File: src/rtl/ts_cap_pkg.sv
package ts_cap_pkg;
    typedef enum logic {
        SLOT_IDLE = 1'b0,
        SLOT_HELD = 1'b1
    } slot_state_e;

    typedef enum logic {
        RXM_V2_EVENT = 1'b0,
        RXM_V1_MSG   = 1'b1
    } rx_mode_e;
endpackage

File: src/rtl/ts_rx_qualifier.sv
module ts_rx_qualifier #(
    parameter int          ETYPE_W    = 16,
    parameter int          PORT_W     = 16,
    parameter int          MSG_W      = 8,
    parameter logic [15:0] PTP_ETYPE  = 16'h88F7,
    parameter logic [15:0] EVENT_PORT = 16'd319
) (
    input  logic               v1_mode,
    input  logic [MSG_W-1:0]   msg_sel,
    input  logic [ETYPE_W-1:0] ethertype,
    input  logic               is_udp,
    input  logic [PORT_W-1:0]  udp_dport,
    input  logic               hdr_v2,
    input  logic [MSG_W-1:0]   msg_byte,
    output logic               qualifies
);
    import ts_cap_pkg::*;

    logic l2_hit;
    logic l4_hit;
    logic msg_hit;

    assign l2_hit  = (ethertype == ETYPE_W'(PTP_ETYPE));
    assign l4_hit  = is_udp && (udp_dport == PORT_W'(EVENT_PORT));
    assign msg_hit = (msg_byte == msg_sel);

    always_comb begin
        unique case (rx_mode_e'(v1_mode))
            RXM_V2_EVENT: qualifies = hdr_v2 && (l2_hit || l4_hit);
            RXM_V1_MSG:   qualifies = !hdr_v2 && l4_hit && msg_hit;
            default:      qualifies = 1'b0;
        endcase
    end
endmodule

File: src/rtl/ts_slot.sv
module ts_slot #(
    parameter int TIME_W = 64
) (
    input  logic              clk,
    input  logic              rst_n,
    input  logic              en,
    input  logic              sop,
    input  logic              qual,
    input  logic              rd_hi,
    input  logic [TIME_W-1:0] time_now,
    output logic [TIME_W-1:0] ts_q,
    output logic              held,
    output logic              arm
);
    import ts_cap_pkg::*;

    slot_state_e state_q;
    slot_state_e state_d;

    always_comb begin
        state_d = state_q;
        arm     = 1'b0;
        unique case (state_q)
            SLOT_IDLE: begin
                if (en && sop && qual) begin
                    state_d = SLOT_HELD;
                    arm     = 1'b1;
                end
            end
            SLOT_HELD: begin
                if (rd_hi) state_d = SLOT_IDLE;
            end
            default: state_d = SLOT_IDLE;
        endcase
        if (!en) begin
            state_d = SLOT_IDLE;
        end
    end

    always_ff @(posedge clk) begin
        if (!rst_n) state_q <= SLOT_IDLE;
        else        state_q <= state_d;
    end

    always_ff @(posedge clk) begin
        if (!rst_n)   ts_q <= '0;
        else if (arm) ts_q <= time_now;
    end

    assign held = (state_q == SLOT_HELD);
endmodule

File: src/rtl/ts_capture_unit.sv
module ts_capture_unit #(
    parameter int          TIME_W     = 64,
    parameter int          WORD_W     = 32,
    parameter int          ETYPE_W    = 16,
    parameter int          PORT_W     = 16,
    parameter int          MSG_W      = 8,
    parameter logic [15:0] PTP_ETYPE  = 16'h88F7,
    parameter logic [15:0] EVENT_PORT = 16'd319
) (
    input  logic                     clk,
    input  logic                     rst_n,
    input  logic [TIME_W-1:0]        time_now,
    input  logic                     tx_en,
    input  logic                     tx_sop,
    input  logic                     tx_event,
    input  logic                     tx_rd_hi,
    input  logic                     rx_en,
    input  logic                     rx_v1_mode,
    input  logic [MSG_W-1:0]         rx_msg_sel,
    input  logic                     rx_sop,
    input  logic [ETYPE_W-1:0]       rx_ethertype,
    input  logic                     rx_is_udp,
    input  logic [PORT_W-1:0]        rx_udp_dport,
    input  logic                     rx_hdr_v2,
    input  logic [MSG_W-1:0]         rx_msg_byte,
    input  logic                     rx_rd_hi,
    output logic [WORD_W-1:0]        tx_ts_lo,
    output logic [TIME_W-WORD_W-1:0] tx_ts_hi,
    output logic                     tx_valid,
    output logic [WORD_W-1:0]        rx_ts_lo,
    output logic [TIME_W-WORD_W-1:0] rx_ts_hi,
    output logic                     rx_valid,
    output logic                     rx_desc_ts
);
    localparam int HI_W = TIME_W - WORD_W;

    logic              rx_qual;
    logic              tx_arm;
    logic              rx_arm;
    logic [TIME_W-1:0] tx_ts;
    logic [TIME_W-1:0] rx_ts;

    ts_rx_qualifier #(
        .ETYPE_W(ETYPE_W), .PORT_W(PORT_W), .MSG_W(MSG_W),
        .PTP_ETYPE(PTP_ETYPE), .EVENT_PORT(EVENT_PORT)
    ) u_qual (
        .v1_mode  (rx_v1_mode),
        .msg_sel  (rx_msg_sel),
        .ethertype(rx_ethertype),
        .is_udp   (rx_is_udp),
        .udp_dport(rx_udp_dport),
        .hdr_v2   (rx_hdr_v2),
        .msg_byte (rx_msg_byte),
        .qualifies(rx_qual)
    );

    ts_slot #(.TIME_W(TIME_W)) u_tx_slot (
        .clk     (clk),
        .rst_n   (rst_n),
        .en      (tx_en),
        .sop     (tx_sop),
        .qual    (tx_event),
        .rd_hi   (tx_rd_hi),
        .time_now(time_now),
        .ts_q    (tx_ts),
        .held    (tx_valid),
        .arm     (tx_arm)
    );

    ts_slot #(.TIME_W(TIME_W)) u_rx_slot (
        .clk     (clk),
        .rst_n   (rst_n),
        .en      (rx_en),
        .sop     (rx_sop),
        .qual    (rx_qual),
        .rd_hi   (rx_rd_hi),
        .time_now(time_now),
        .ts_q    (rx_ts),
        .held    (rx_valid),
        .arm     (rx_arm)
    );

    // One-cycle mark for the packet whose start won the receive slot.
    always_ff @(posedge clk) begin
        if (!rst_n) rx_desc_ts <= 1'b0;
        else        rx_desc_ts <= rx_arm;
    end

    // The transmit slot needs no per-packet mark; its arm pulse is folded
    // into a no-op so that every slot pin stays connected.
    logic tx_arm_unused;
    assign tx_arm_unused = tx_arm;

    assign tx_ts_lo = tx_ts[WORD_W-1:0];
    assign tx_ts_hi = tx_ts[TIME_W-1:WORD_W];
    assign rx_ts_lo = rx_ts[WORD_W-1:0];
    assign rx_ts_hi = rx_ts[TIME_W-1:WORD_W];

    initial begin
        if (HI_W <= 0) $error("TIME_W must exceed WORD_W");
    end
endmodule

File: config.mk
export PLATFORM = sky130hd
export DESIGN_NAME = ts_capture_unit
export DESIGN_NICKNAME = d
export VERILOG_FILES = /design/src/rtl/ts_cap_pkg.sv /design/src/rtl/ts_rx_qualifier.sv /design/src/rtl/ts_slot.sv /design/src/rtl/ts_capture_unit.sv
export SDC_FILE = /design/constraint.sdc
export NUM_CORES = 1
export LEC_CHECK = 0
export BUFFER_PORTS_ARGS = -buffer_cell sky130_fd_sc_hd__clkbuf_2
export CORE_MARGIN = 4
export CORE_UTILIZATION = 51
export CTS_BUF_LIST = sky130_fd_sc_hd__clkbuf_8
export CTS_CLUSTER_SIZE = 16
export DETAILED_ROUTE_END_ITERATION = 7
export PLACE_DENSITY = 0.87
export SYNTH_ARGS = -nofsm -noshare
export SYNTH_HDL_FRONTEND = slang
export SYNTH_SLANG_ARGS = --single-unit
export TNS_END_PERCENT = 10
File: constraint.sdc
create_clock -name clk -period 2.4 [get_ports clk]
set_input_delay 0.12 -clock clk [delete_from_list [all_inputs] [get_ports clk]]
set_output_delay 0.12 -clock clk [all_outputs]
set_load 0.02 [all_outputs]
; ---- Yosys cells after proc, flatten, opt, wreduce, memory -nomap -nowiden
; Index checks and enable logic that the tools add are counted.
[totals]
wordCells = 32
reg_bits = 131
in_bits = 124
[op_classes]
n_reduce_logical = 12
muxes = 9
bitwise_logic = 3
eq_ne = 3
[op_table]
columns = cell, count
row1 = $eq A16 B16 Y1 const B, 1
row2 = $eq A16 B9 Y1 const B, 1
row3 = $eq A8 B8 Y1, 1
row4 = $logic_and A1 B1 Y1, 8
row5 = $mux W1, 6
row6 = $pmux W1 S2, 3
row7 = $reduce_and A2 Y1, 2
row8 = $not A1 Y1, 3
row9 = $logic_not A1 Y1, 1
row10 = $logic_or A1 B1 Y1, 1

; ---- Longest topological paths before layout
; Gate-level depths: netlist of run 1.
[logic_depth]
word_depth = 8
depth_mapped = 7
mapped_depth_nobuf = 5

; ---- By module
; Synthesis of run 1 repeated with hierarchy kept, for this count alone.
[hier_totals]
cells_unflattened = 594
hier_area_um2 = 5426.5
[by_module_without_submodules]
columns = module, cells_per_inst, n_inst, seq_area_each_um2, area_each_um2
row1 = ts_slot, 282, 2, 1301.2, 2595.0
row2 = ts_rx_qualifier, 28, 1, 0.0, 210.2
row3 = ts_capture_unit, 2, 1, 20.0, 26.3

; ---- Worst setup path before layout of run 1
; No wires, ideal clock.
[synth_path]
path_type = flip-flop to flip-flop
from = register u_rx_slot.state_q, in the netlist u_rx_slot.held
to = register u_rx_slot.ts_q[32]
slack_ns = 0.700
path_buffers = 2
setup_ns = 0.072
required_ns = 2.328
path_stages_with_launch = 8
t_arrival_ns = 1.629
cell_sequence = dfxtp_1 nand3b_1 nor4b_1 a32oi_1 a21oi_2 buf_6 buf_6 mux2i_1
[synth_between]
elab_chain_cells = 1
[synth_lines]
columns = item, line_no
row1 = "start, declared", ts_slot.sv:17  ; slot_state_e state_q;
row2 = "start signal, assigned", ts_slot.sv:42  ; else state_q <= state_d;
row3 = $mux W1, ts_slot.sv:23  ; unique case (state_q)
row4 = "end signal, assigned", ts_slot.sv:47  ; else if (arm) ts_q <= time_now;
row5 = "end, declared", ts_slot.sv:11  ; output logic [TIME_W-1:0] ts_q,
; Every way passes these cells.
; A chain may end at the register's enable or synchronous reset.

; ---- Worst setup path in the final report of run 1
[layout_path]
from = register u_rx_slot.state_q, in the netlist u_rx_slot.held
to = register u_rx_slot.ts_q[17]
; The elaborated chain is that of the path after synthesis.

==> results of run 1 <==
## flip-flops by register name, summed over array words and instances, names as in the netlist
name,cells
u_rx_slot.held,1
rx_desc_ts,1
u_rx_slot.ts_q,64
u_tx_slot.held,1
u_tx_slot.ts_q,64
## where the power goes
| group | total, mW | leakage, nW | switching, mW | internal [mW] |
|---|---|---|---|---|
| sequential | 2.23 | 1.06 | 0.0187 | 2.21 |
| clock | 1.94 | 0.201 | 0.899 | 1.04 |
| combinational | 0.481 | 2.09 | 0.247 | 0.234 |
## area by class of cell
class | instances | area (um^2)
Tap cell | 133 | 166.4
Clock buffer | 17 | 234.0
Multi-Input combinational cell | 421 | 2366
Inverter | 3 | 11.26
Clock inverter | 14 | 177.7
Fill cell | 679 | 2215
Timing Repair Buffer | 328 | 2072
Sequential cell | 131 | 2623
## what timing repair did
item / CTS / global route
hold buffers: 67 / 0
hold endpoints to repair: 130 / 0
setup buffers: 0 / 0
## placed cells by master (no fill, tap or decap), types with 6 or more instances in the layout
cell type	instances
nand2_1	258
clkbuf_2	253
dfxtp_1	131
dlygate4sd3_1	67
mux2i_1	64
a21boi_0	64
clkbuf_8	17
buf_12	6
## worst reg2reg max path, cell delays in order (launching register included)
cell      delay (ns)
dfxtp_1         0.31
nand3b_1        0.19
nor4b_1         0.31
a32oi_1         0.18
a21oi_4         0.21
buf_12          0.26
mux2i_1         0.29
## Yosys cell counts (2+ instances only)
| cell | number | share of area, % |
|---|---|---|
| nor4b_1 | 2 | 0.34 |
| a21boi_0 | 64 | 9.2 |
| nor4_1 | 2 | 0.24 |
| buf_6 | 2 | 0.43 |
| mux2i_1 | 64 | 12 |
| xor2_1 | 5 | 0.84 |
| clkbuf_1 | 31 | 2.2 |
| inv_1 | 3 | 0.22 |
| nand4_1 | 2 | 0.24 |
| buf_1 | 4 | 0.29 |
| nand2_1 | 258 | 19 |
| dfxtp_1 | 131 | 50 |
| nor2b_1 | 2 | 0.24 |
| buf_4 | 2 | 0.29 |
| nand4b_1 | 3 | 0.50 |
| buf_8 | 3 | 0.87 |
| nand2b_1 | 5 | 0.60 |
## path summary, 6_finish.rpt
| path | start | cells past startpoint | slack (ns) | to |
|---|---|---|---|---|
| max | u_rx_slot.held$_SDFF_PN0_ | 6 | 0.57 | u_rx_slot.ts_q[17]$_SDFFE_PN0P_ |
| min reg2reg | u_rx_slot.ts_q[43]$_SDFFE_PN0P_ | 2 | 0.46 | u_rx_slot.ts_q[43]$_SDFFE_PN0P_ |
| max reg2reg | u_rx_slot.held$_SDFF_PN0_ | 6 | 0.57 | u_rx_slot.ts_q[17]$_SDFFE_PN0P_ |
| min | rx_rd_hi | 3 | 0.05 | u_rx_slot.held$_SDFF_PN0_ |
## cells by family (layout without fill, tap and decap cells)
group,count (synthesis),in the layout,share of synthesized area (%)
and+or+nand+nor,282,282,21.88
buffers and inverters,45,362,4.327
muxes,64,64,12.31
xor gates and xnor gates,5,5,0.8413
DFF,131,131,50.38
AOI/OAI and AO/OA,70,70,10.26
## per-layer routing
layer  up-vias  track usage, %  share of wire (%)
li1       2555               -                  -
met1      2310           29.51                 39
met4         0           11.99                4.2
met2       220           44.82                 49
met3        56           7.282                7.8
met5         -               0                  0
==> summary.txt, run 1 <==
Clock network
  – CTS tree: built
  – H-tree Lvls: 4
  – CTS sink count: approximately 130
  – CTS clk-pin slew, worst paths: about 0.090 ns
  – Num CTS Buffers: 17
  – Clock Latency Late Sink: ~0.42 ns
  – Root buffer cell: clkbuf_8
  – Post-CTS sizing: 0
  – Max clock buf depth: 2

Layout
  – Synthesis-to-finish area growth: 46.97%
  – Final Cell Area: between 7000 and 8000 um^2
  – Layout Nets: ~1,000
  – ANT cells: 0
  – Layout Utilization: approximately 78%
  – Layout cell share with drive strength beyond 1: between 30% and 40%
  – Fin cells: roughly 1,000

Route
  – Starting DRT DRC Count: 309
  – Post-DRT Antenna Nets: 0
  – Number of detailed-route iterations in the first pass: 4
  – DRC viols: 0
  – Via density: slightly below 5
  – DR vias: ~5,100
  – Routed len/inst: about 15 um
  – Post-Route WL: between 15 and 20 mm

Setup path
  – Crit end category: register
  – CP Max Fanout: 31
  – Crit path DAT: between 2 and 2.5 ns
  – Kind of critical path: reg2reg
  – Slowest cell on crit path: dfxtp_1
  – Top delay family on crit path: simple AND/OR/NAND/NOR gates
  – Critical Path, Cell by Cell: nand3b_1, nor4b_1, a32oi_1, a21oi_4, buf_12, mux2i_1
  – Crit path required time: 2.74 ns
  – Buf+Inv Stages, Crit Path: 1
  – CP max stage delay: between 0.3 and 0.4 ns
  – Worst Setup Start Kind: register

Floorplan
  – Num ports: ~260
  – Die Y: around 110 um
  – Die width: 109.0 um
  – Die area: between 10,000 and 15,000 um^2
  – Row count: 36
  – Core Footprint: ~9900 um^2
  – Starting Density: between 50 and 60%

Hold path
  – Hold Crit Class: in2reg

Logic synthesis
  – EDFF count, synth: 0
  – Syn nets: just over 700
  – Synthesized cell area: ~5200 um^2
  – Post-synthesis cell count: slightly below 600
  – Seq/Total Area, Yosys: about half
  – Ys flop type: dfxtp_1
  – Unique masters post-synth: 31
  – Seq cells post-synth: roughly 130
  – Ys Warns: 0
  – Syn avg cell area: between 8 and 9 um^2
  – Asr flop ratio synth: 0%

Outcome
  – Status: completed

Power and ir drop
  – Maximum VDD drop: 0.0003919 V
  – Pwr Total: 4.644 mW
  – Pwr dens: approximately 600 nW/um^2
  – Pleak: between 3 and 4 nW

Timing
  – Final slew viol count: 0
  – Setup TNS Final: 0 ns
  – Final Hold Vio Count: 0
  – Final-report setup violation count: 0
  – RSZ-0062 raised after global routing: no
  – Worst rel slew slack: around two thirds
  – Worst Tran Pin Value: just over 0.5 ns
  – Final period utilization: ~76%
  – Worst clock skew: 0.01107 ns
  – Hold slack: 0.05051 ns
  – Post-layout min period: ~1.8 ns
  – Max Clock Freq: approximately 550 MHz
  – Final WS setup: roughly 0.57 ns

Place
  – Port bufs: approximately 250
  – Placed Area: roughly 6600 um^2
  – Placed insts: 949
  – Place WS: about 0.45 ns
  – Final Wtd Congestion: ~0.9
  – Hpwl dp: 9.987 mm

Run
  – Max-cap viol count: 0

Global route
  – Gr ovfl total: 0
  – First-pass GRT wire length: 24.23 mm
  – Total GRT Usage: between 20% and 30%
  – Initial antenna violation count: 0
  – Vias in the first global route: roughly 5,100
  – Largest net degree at the start of global routing: 74
Power figures use the tool's default switching activity.
==> inputs of run 2 (changes only) <==
--- a/config.mk
+++ b/config.mk
@@ -7,11 +7,11 @@
 export LEC_CHECK = 0
 export BUFFER_PORTS_ARGS = -buffer_cell sky130_fd_sc_hd__clkbuf_2
 export CORE_MARGIN = 4
-export CORE_UTILIZATION = 51
+export CORE_UTILIZATION = 43
 export CTS_BUF_LIST = sky130_fd_sc_hd__clkbuf_8
 export CTS_CLUSTER_SIZE = 16
 export DETAILED_ROUTE_END_ITERATION = 7
-export PLACE_DENSITY = 0.87
+export PLACE_DENSITY = 0.79
 export SYNTH_ARGS = -nofsm -noshare
 export SYNTH_HDL_FRONTEND = slang
 export SYNTH_SLANG_ARGS = --single-unit
==> constraint.sdc (replaced) <==
create_clock -name clk -period 1.6 [get_ports clk]
set_input_delay 0.08 -clock clk [delete_from_list [all_inputs] [get_ports clk]]
set_output_delay 0.08 -clock clk [all_outputs]
set_load 0.02 [all_outputs]
==> run 2 against run 1 <==
Effect of this change: the run now ends with setup timing left; sequential share of layout area shrank 1.0 points; clock skew grew 0.0018 ns; setup slack lost 0.81 ns; highest routed layer unchanged.
==> summary.txt, run 2 (synthesis results as in run 1) <==
Hold path
  – Hold Crit Class: in2reg
  – Worst hold path stage count: 4 (+1)
  – Hold EP: u_rx_slot.ts_q[14]$_SDFFE_PN0P_
  – HP Start: rst_n

Timing
  – Final-report setup violation count: 66 (+66)
  – Worst rel slew slack: 62.76% (-3.4 points)
  – Worst Tran Pin Value: 0.5586 ns (+0.05105 ns)
  – Final slew viol count: 0 (unchanged)
  – RSZ-0062 raised after global routing: yes
  – Final WS setup: -0.2406 ns (-0.8125 ns)
  – Final Hold Vio Count: 0 (unchanged)
  – Max Clock Freq: 543.3 MHz (-0.68%)
  – Final period utilization: 115.0% (+39 points)
  – Worst clock skew: 0.01291 ns (+0.001848 ns)
  – Hold slack: 0.1927 ns (+0.1422 ns)
  – Post-layout min period: 1.841 ns (+0.01253 ns)

Clock network
  – Max clock buf depth: 2 (unchanged)
  – CTS sink count: 131 (unchanged)
  – H-tree Lvls: 4 (unchanged)
  – Num CTS Buffers: 17 (unchanged)
  – CTS clk-pin slew, worst paths: 0.08 ns (about the same)
  – Clock Latency Late Sink: 0.45 ns (+0.03 ns)
  – CTS tree: built
  – Root buffer cell: clkbuf_8

Floorplan
  – Die Y: 118.0 um (+8.3%)
  – Die area: 13,930 um^2 (+17%)
  – Die width: 118.0 um (+8.3%)
  – Core Footprint: 11,610 um^2 (+18%)
  – Num ports: 255 (unchanged)
  – Starting Density: 44.82% (-7.9 points)
  – Row count: 39 (+8.3%)

Route
  – Post-DRT Antenna Nets: 0 (unchanged)
  – Via density: 4.873 (-0.77%)
  – Post-Route WL: 16.23 mm (+3.9%)
  – Starting DRT DRC Count: 266 (-14%)
  – Routed len/inst: 15.21 um (+1.9%)
  – DR vias: 5,199 (+1.1%)
  – DRC viols: 0 (unchanged)
  – Number of detailed-route iterations in the first pass: 4 (unchanged)

Setup path
  – Top delay family on crit path: simple AND/OR/NAND/NOR gates
  – CP Max Fanout: 10 (-68%)
  – Buf+Inv Stages, Crit Path: 2 (+1)
  – Reg2reg setup slack: -0.24 ns (-0.81 ns)
  – Slowest cell on crit path: nor4b_2
  – Worst Setup Start Kind: register
  – R2R cell count: 7 (+1)
  – Kind of critical path: reg2reg
  – CP max stage delay: 0.34 ns (+0.03 ns)
  – R2R Path Start: u_rx_slot.held$_SDFF_PN0_
  – Crit path required time: 1.97 ns (-0.77 ns)
  – Critical Path, Cell by Cell: nand3b_1, nor4b_2, a32oi_2, a21oi_4, buf_4, buf_16, mux2i_2
  – Crit end category: register
  – End of the worst register-to-register path: u_rx_slot.ts_q[62]$_SDFFE_PN0P_
  – Crit path DAT: 2.21 ns (+0.05 ns)

Layout
  – Layout Nets: 1,035 (+0.88%)
  – Layout cell share with drive strength beyond 1: 33.44% (+1.4 points)
  – Synthesis-to-finish area growth: 51.47%
  – Most common cell after layout, fill and taps aside: nand2_1
  – Layout Utilization: 67.88% (-9.7 points)
  – Final Cell Area: 7884 um^2 (+3.1%)
  – Commonest cells after routing, fill and taps aside: nand2_1 (258), clkbuf_2 (253), dfxtp_1 (130), dlygate4sd3_1 (68), a21boi_0 (64)
  – ANT cells: 0 (unchanged)
  – FILL cells: 877 (+29%)
  – Top flop regs: u_rx_slot.ts_q x64, u_tx_slot.ts_q x64

Place
  – Hpwl dp: 10.33 mm (+3.4%)
  – Placed Area: 6583 um^2 (+0.23%)
  – Port bufs: 254 (unchanged)
  – Final Wtd Congestion: 0.7740 (-13%)
  – Place WS: -0.3474 ns (-0.8002 ns)

Outcome
  – Failing checks: setup timing
  – Status: finished with violations

Global route
  – Vias in the first global route: 5,221 (+2.8%)
  – Largest net degree at the start of global routing: 146 (+97%)
  – Gr ovfl total: 0 (unchanged)
  – Initial antenna violation count: 0 (unchanged)
  – First-pass GRT wire length: 26.08 mm (+7.7%)
  – Total GRT Usage: 23.10% (-2.8 points)

Power and ir drop
  – Pwr dens: 914.7 nW/um^2 (+51%)
  – Pleak: 3.469 nW (+3.4%)
  – Maximum VDD drop: 0.0008074 V (+110%)

Run
  – Max-cap viol count: 0 (unchanged)
==> run 2: cell types whose count changed in the layout (fill, tap and decap cells not counted), moves of 3 or more <==
cell | previous run | this run
inv_6 | 5 | 1
buf_16 | 0 | 3
buf_4 | 2 | 5
clkbuf_8 | 17 | 20
clkinv_2 | 0 | 3
==> run 2: how the worst max path moves through the flow <==
stage                                         start                         endpoint  cells after the start
after global routing      u_rx_slot.held$_SDFF_PN0_  u_rx_slot.ts_q[62]$_SDFFE_PN0P_                      7
final                     u_rx_slot.held$_SDFF_PN0_  u_rx_slot.ts_q[62]$_SDFFE_PN0P_                      7
after detailed placement           rx_udp_dport[11]   u_rx_slot.ts_q[3]$_SDFFE_PN0P_                      7
after CTS                 u_rx_slot.held$_SDFF_PN0_  u_rx_slot.ts_q[19]$_SDFFE_PN0P_                      7
after global placement             rx_udp_dport[11]  u_rx_slot.ts_q[10]$_SDFFE_PN0P_                      7
after floorplan           u_rx_slot.held$_SDFF_PN0_  u_rx_slot.ts_q[10]$_SDFFE_PN0P_                      7
==> run 2: worst min-delay path, stage by stage <==
cell and delay, ns:
buf_4 0.12, buf_12 0.21, nand2_1 0.12, mux2i_1 0.05
==> run 2: final cells by class <==
cell class	count	area [um^2]	area share, %
timing repair buffer	337	2215	28.09
tap	143	178.9	2.269
multi-input combinational	421	2402	30.47
clock buffer	20	275.3	3.492
clock inverter	12	177.7	2.254
inverter	3	11.26	0.1428
sequential	131	2624	33.28
==> run 2: per-layer routing <==
layer  track usage, %  part of all wire [%]  vias to the layer above
met5                0                     0                        -
met4            9.890                   3.2                        0
met3            9.178                   7.5                       43
met2            41.11                    51                      211
met1            24.04                    38                     2368
li1                 -                     -                     2577
==> run 2: timing repair <==
action	CTS	global route
endpoints found under the setup margin	66	66
hold buffers	68	0
pin swaps	2	1
hold endpoints to repair	130	0
cloned	3	1
setup buffers	3	0
gates resized for setup	5	5
==> run 2: stage by stage <==
stage	setup TNS, ns	power, mW	std cells
2_1_floorplan	-0.9620	3.698	597
3_5_place_dp	-18.68	3.990	960
6_report	-10.56	7.211	1067
5_1_grt	-17.18	7.487	1067
3_3_place_gp	-13.80	3.984	960
4_1_cts	-8.756	7.265	1066
==> run 2: power by group <==
group          switching, mW  internal, mW  total (mW)
clock                   1.33          1.83        3.15
sequential            0.0275          3.31        3.34
combinational          0.366         0.351       0.717
total                   1.72          5.49        7.21
==> inputs of run 3 (changes only) <==
--- a/config.mk
+++ b/config.mk
@@ -5,7 +5,7 @@
 export SDC_FILE = /design/constraint.sdc
 export NUM_CORES = 1
 export LEC_CHECK = 0
-export BUFFER_PORTS_ARGS = -buffer_cell sky130_fd_sc_hd__clkbuf_2
+export BUFFER_PORTS_ARGS = -buffer_cell sky130_fd_sc_hd__buf_2
 export CORE_MARGIN = 4
 export CORE_UTILIZATION = 43
 export CTS_BUF_LIST = sky130_fd_sc_hd__clkbuf_8
==> run 3 against run 2 <==
Effect of this change: the run still ends with setup timing left; clock-buffer cell count fell by 1; global-route usage fell by 0.22 points; clock skew fell by 0.0061 ns; clock power fell by 5%; non-clock buffer count rose by 1; design area rose by 0.38%; register-to-register slack improved by 0.02 ns; hold slack got worse by 0.13 ns; maximum frequency rose by 1.1%; critical endpoint is now u_rx_slot.ts_q[34]$_SDFFE_PN0P_.
==> summary.txt, run 3 (synthesis results as in run 1) <==
Run
  – Max-cap viol count: 0 (unchanged)

Timing
  – Final-report setup violation count: 66 (unchanged)
  – Final WS setup: -0.2207 ns (+0.01992 ns)
  – Final Hold Vio Count: 0 (unchanged)
  – Setup TNS Final: -12.00 ns (-1.440 ns)
  – Post-layout min period: 1.821 ns (-0.01992 ns)
  – Max Clock Freq: 549.2 MHz (+1.1%)
  – Worst clock skew: 0.006825 ns (-0.006089 ns)
  – Final period utilization: 113.8% (-1.2 points)
  – Worst Tran Pin Value: 0.3579 ns (-0.2007 ns)
  – Final slew viol count: 0 (unchanged)
  – Worst rel slew slack: 75.92% (+13 points)
  – RSZ-0062 raised after global routing: yes

Outcome
  – Failing checks: setup timing
  – Status: finished with violations

Power and ir drop
  – Pleak: 3.577 nW (+3.1%)
  – Maximum VDD drop: 0.0006729 V (-17%)
  – Pwr dens: 891.7 nW/um^2 (-2.5%)

Layout
  – Layout Nets: 1,036 (+0.097%)
  – Layout cell share with drive strength beyond 1: 32.90% (-0.54 points)
  – Multi-input logic area: 2380 um^2 (-0.94%)
  – Commonest cells after routing, fill and taps aside: nand2_1 (258), buf_2 (253), dfxtp_1 (130), dlygate4sd3_1 (68)
  – Most common cell after layout, fill and taps aside: nand2_1
  – FILL cells: 899 (+2.5%)
  – Register area: 2624 um^2 (unchanged)
  – Synthesis-to-finish area growth: 52.04%
  – Top flop regs: u_rx_slot.ts_q x64, u_tx_slot.ts_q x64

Clock network
  – Clock Latency Late Sink: 0.42 ns (-0.03 ns)
  – CTS sink count: 131 (unchanged)
  – Max clock buf depth: 2 (unchanged)
  – Root buffer cell: clkbuf_8
  – H-tree Lvls: 4 (unchanged)
  – CTS tree: built
  – CTS clk-pin slew, worst paths: 0.07 ns (about the same)
  – Num CTS Buffers: 17 (unchanged)

Setup path
  – Kind of critical path: reg2reg
  – Buf+Inv Stages, Crit Path: 2 (unchanged)
  – CP Max Fanout: 13 (+3)
  – Top delay family on crit path: simple AND/OR/NAND/NOR gates
  – Crit end category: register
  – Crit path required time: 1.95 ns (-0.02 ns)
  – Critical Path, Cell by Cell: nand3b_1, nor4b_2, a32oi_2, a21oi_4, buf_12, clkbuf_16, mux2i_1
  – Crit path DAT: 2.18 ns (-0.03 ns)
  – CP max stage delay: 0.33 ns (about the same)
  – Slowest cell on crit path: dfxtp_2
  – Worst Setup Start Kind: register

Floorplan
  – Num ports: 255 (unchanged)
  – Die Y: 118.0 um (unchanged)
  – Row count: 39 (unchanged)
  – Starting Density: 44.82% (unchanged)
  – Core Footprint: 11,610 um^2 (unchanged)
  – Die width: 118.0 um (unchanged)
  – Die area: 13,930 um^2 (unchanged)

Place
  – Place WS: -0.3463 ns (+0.001073 ns)
  – Final Wtd Congestion: 0.7857 (+1.5%)
  – Port bufs: 254 (unchanged)
  – Hpwl dp: 10.77 mm (+4.3%)

Global route
  – Met3 usage: 6.679% (-2.5 points)
  – Met2 usage: 41.14% (about the same)
  – Vias in the first global route: 5,198 (-0.44%)
  – Initial antenna violation count: 1 (+1)
  – Busiest grt layer: met2
  – Gr ovfl total: 0 (unchanged)
  – Total GRT Usage: 22.88% (-0.22 points)
  – First-pass GRT wire length: 25.94 mm (-0.56%)
  – Largest net degree at the start of global routing: 85 (-42%)
  – Met1 usage: 24.24% (+0.20 points)

Route
  – Post-DRT Antenna Nets: 0 (unchanged)
  – Number of detailed-route iterations in the first pass: 4 (unchanged)
  – Post-Route WL: 16.76 mm (+3.3%)
  – Via density: 4.966 (+1.9%)
  – DRC viols: 0 (unchanged)
  – Starting DRT DRC Count: 303 (+14%)
  – DR vias: 5,304 (+2.0%)
  – Routed len/inst: 15.70 um (+3.2%)

Hold path
  – Hold Crit Class: in2reg
## run 3: area by class of cell
class	instances	area share, %
flip-flops and latches	131	33.15
multi-input cells	421	30.07
repair buffers	338	28.96
clock buffers	19	3.304
well taps	143	2.261
clock inverters	12	2.071
inverters	3	0.1423
diodes	1	0.03162
## run 3: worst paths after layout
path	cells past startpoint	slack, ns	startpoint	endpoint
worst max register to register	7	-0.22	u_rx_slot.held$_SDFF_PN0_	u_rx_slot.ts_q[34]$_SDFFE_PN0P_
worst min-delay path	2	0.06	rst_n	u_tx_slot.ts_q[28]$_SDFFE_PN0P_
worst max-delay path	7	-0.22	u_rx_slot.held$_SDFF_PN0_	u_rx_slot.ts_q[34]$_SDFFE_PN0P_
worst min register to register	2	0.46	u_rx_slot.ts_q[53]$_SDFFE_PN0P_	u_rx_slot.ts_q[53]$_SDFFE_PN0P_
## run 3: timing repair
item                       CTS  global route
hold buffers                68             0
setup endpoints to repair   66            66
gates cloned                 1             4
setup buffers                1             1
pin swaps                    0             1
hold endpoints to repair   130             0
gates resized for setup      1             3
## run 3: report_power, final
| group | internal [mW] | leakage [nW] | switching [mW] | total (mW) |
|---|---|---|---|---|
| registers | 3.31 | 1.06 | 0.0263 | 3.34 |
| clock network | 1.75 | 0.224 | 1.23 | 2.99 |
| logic | 0.363 | 2.29 | 0.368 | 0.731 |
## run 3: metrics by stage
step / hold slack (ns) / std cells / total power [mW] / util (%) / cell area (um^2)
after floorplan: 0.1961 / 597 / 3.698 / - / 5216
after global placement: 0.3223 / 961 / 3.997 / 57.07 / 6628
after detailed placement: 0.3261 / 961 / 4.004 / 57.07 / 6628
after CTS: 0.02361 / 1062 / 7.111 / 67.11 / 7794
after global routing: 0.04014 / 1068 / 7.355 / 68.14 / 7914
final: 0.06098 / 1068 / 7.057 / 68.14 / 7914
## run 3: metal layers
metal	part of all wire, %	vias up
met5	0	-
met4	4.0	0
met3	6.7	51
met2	51	224
met1	38	2460
li1	-	2569
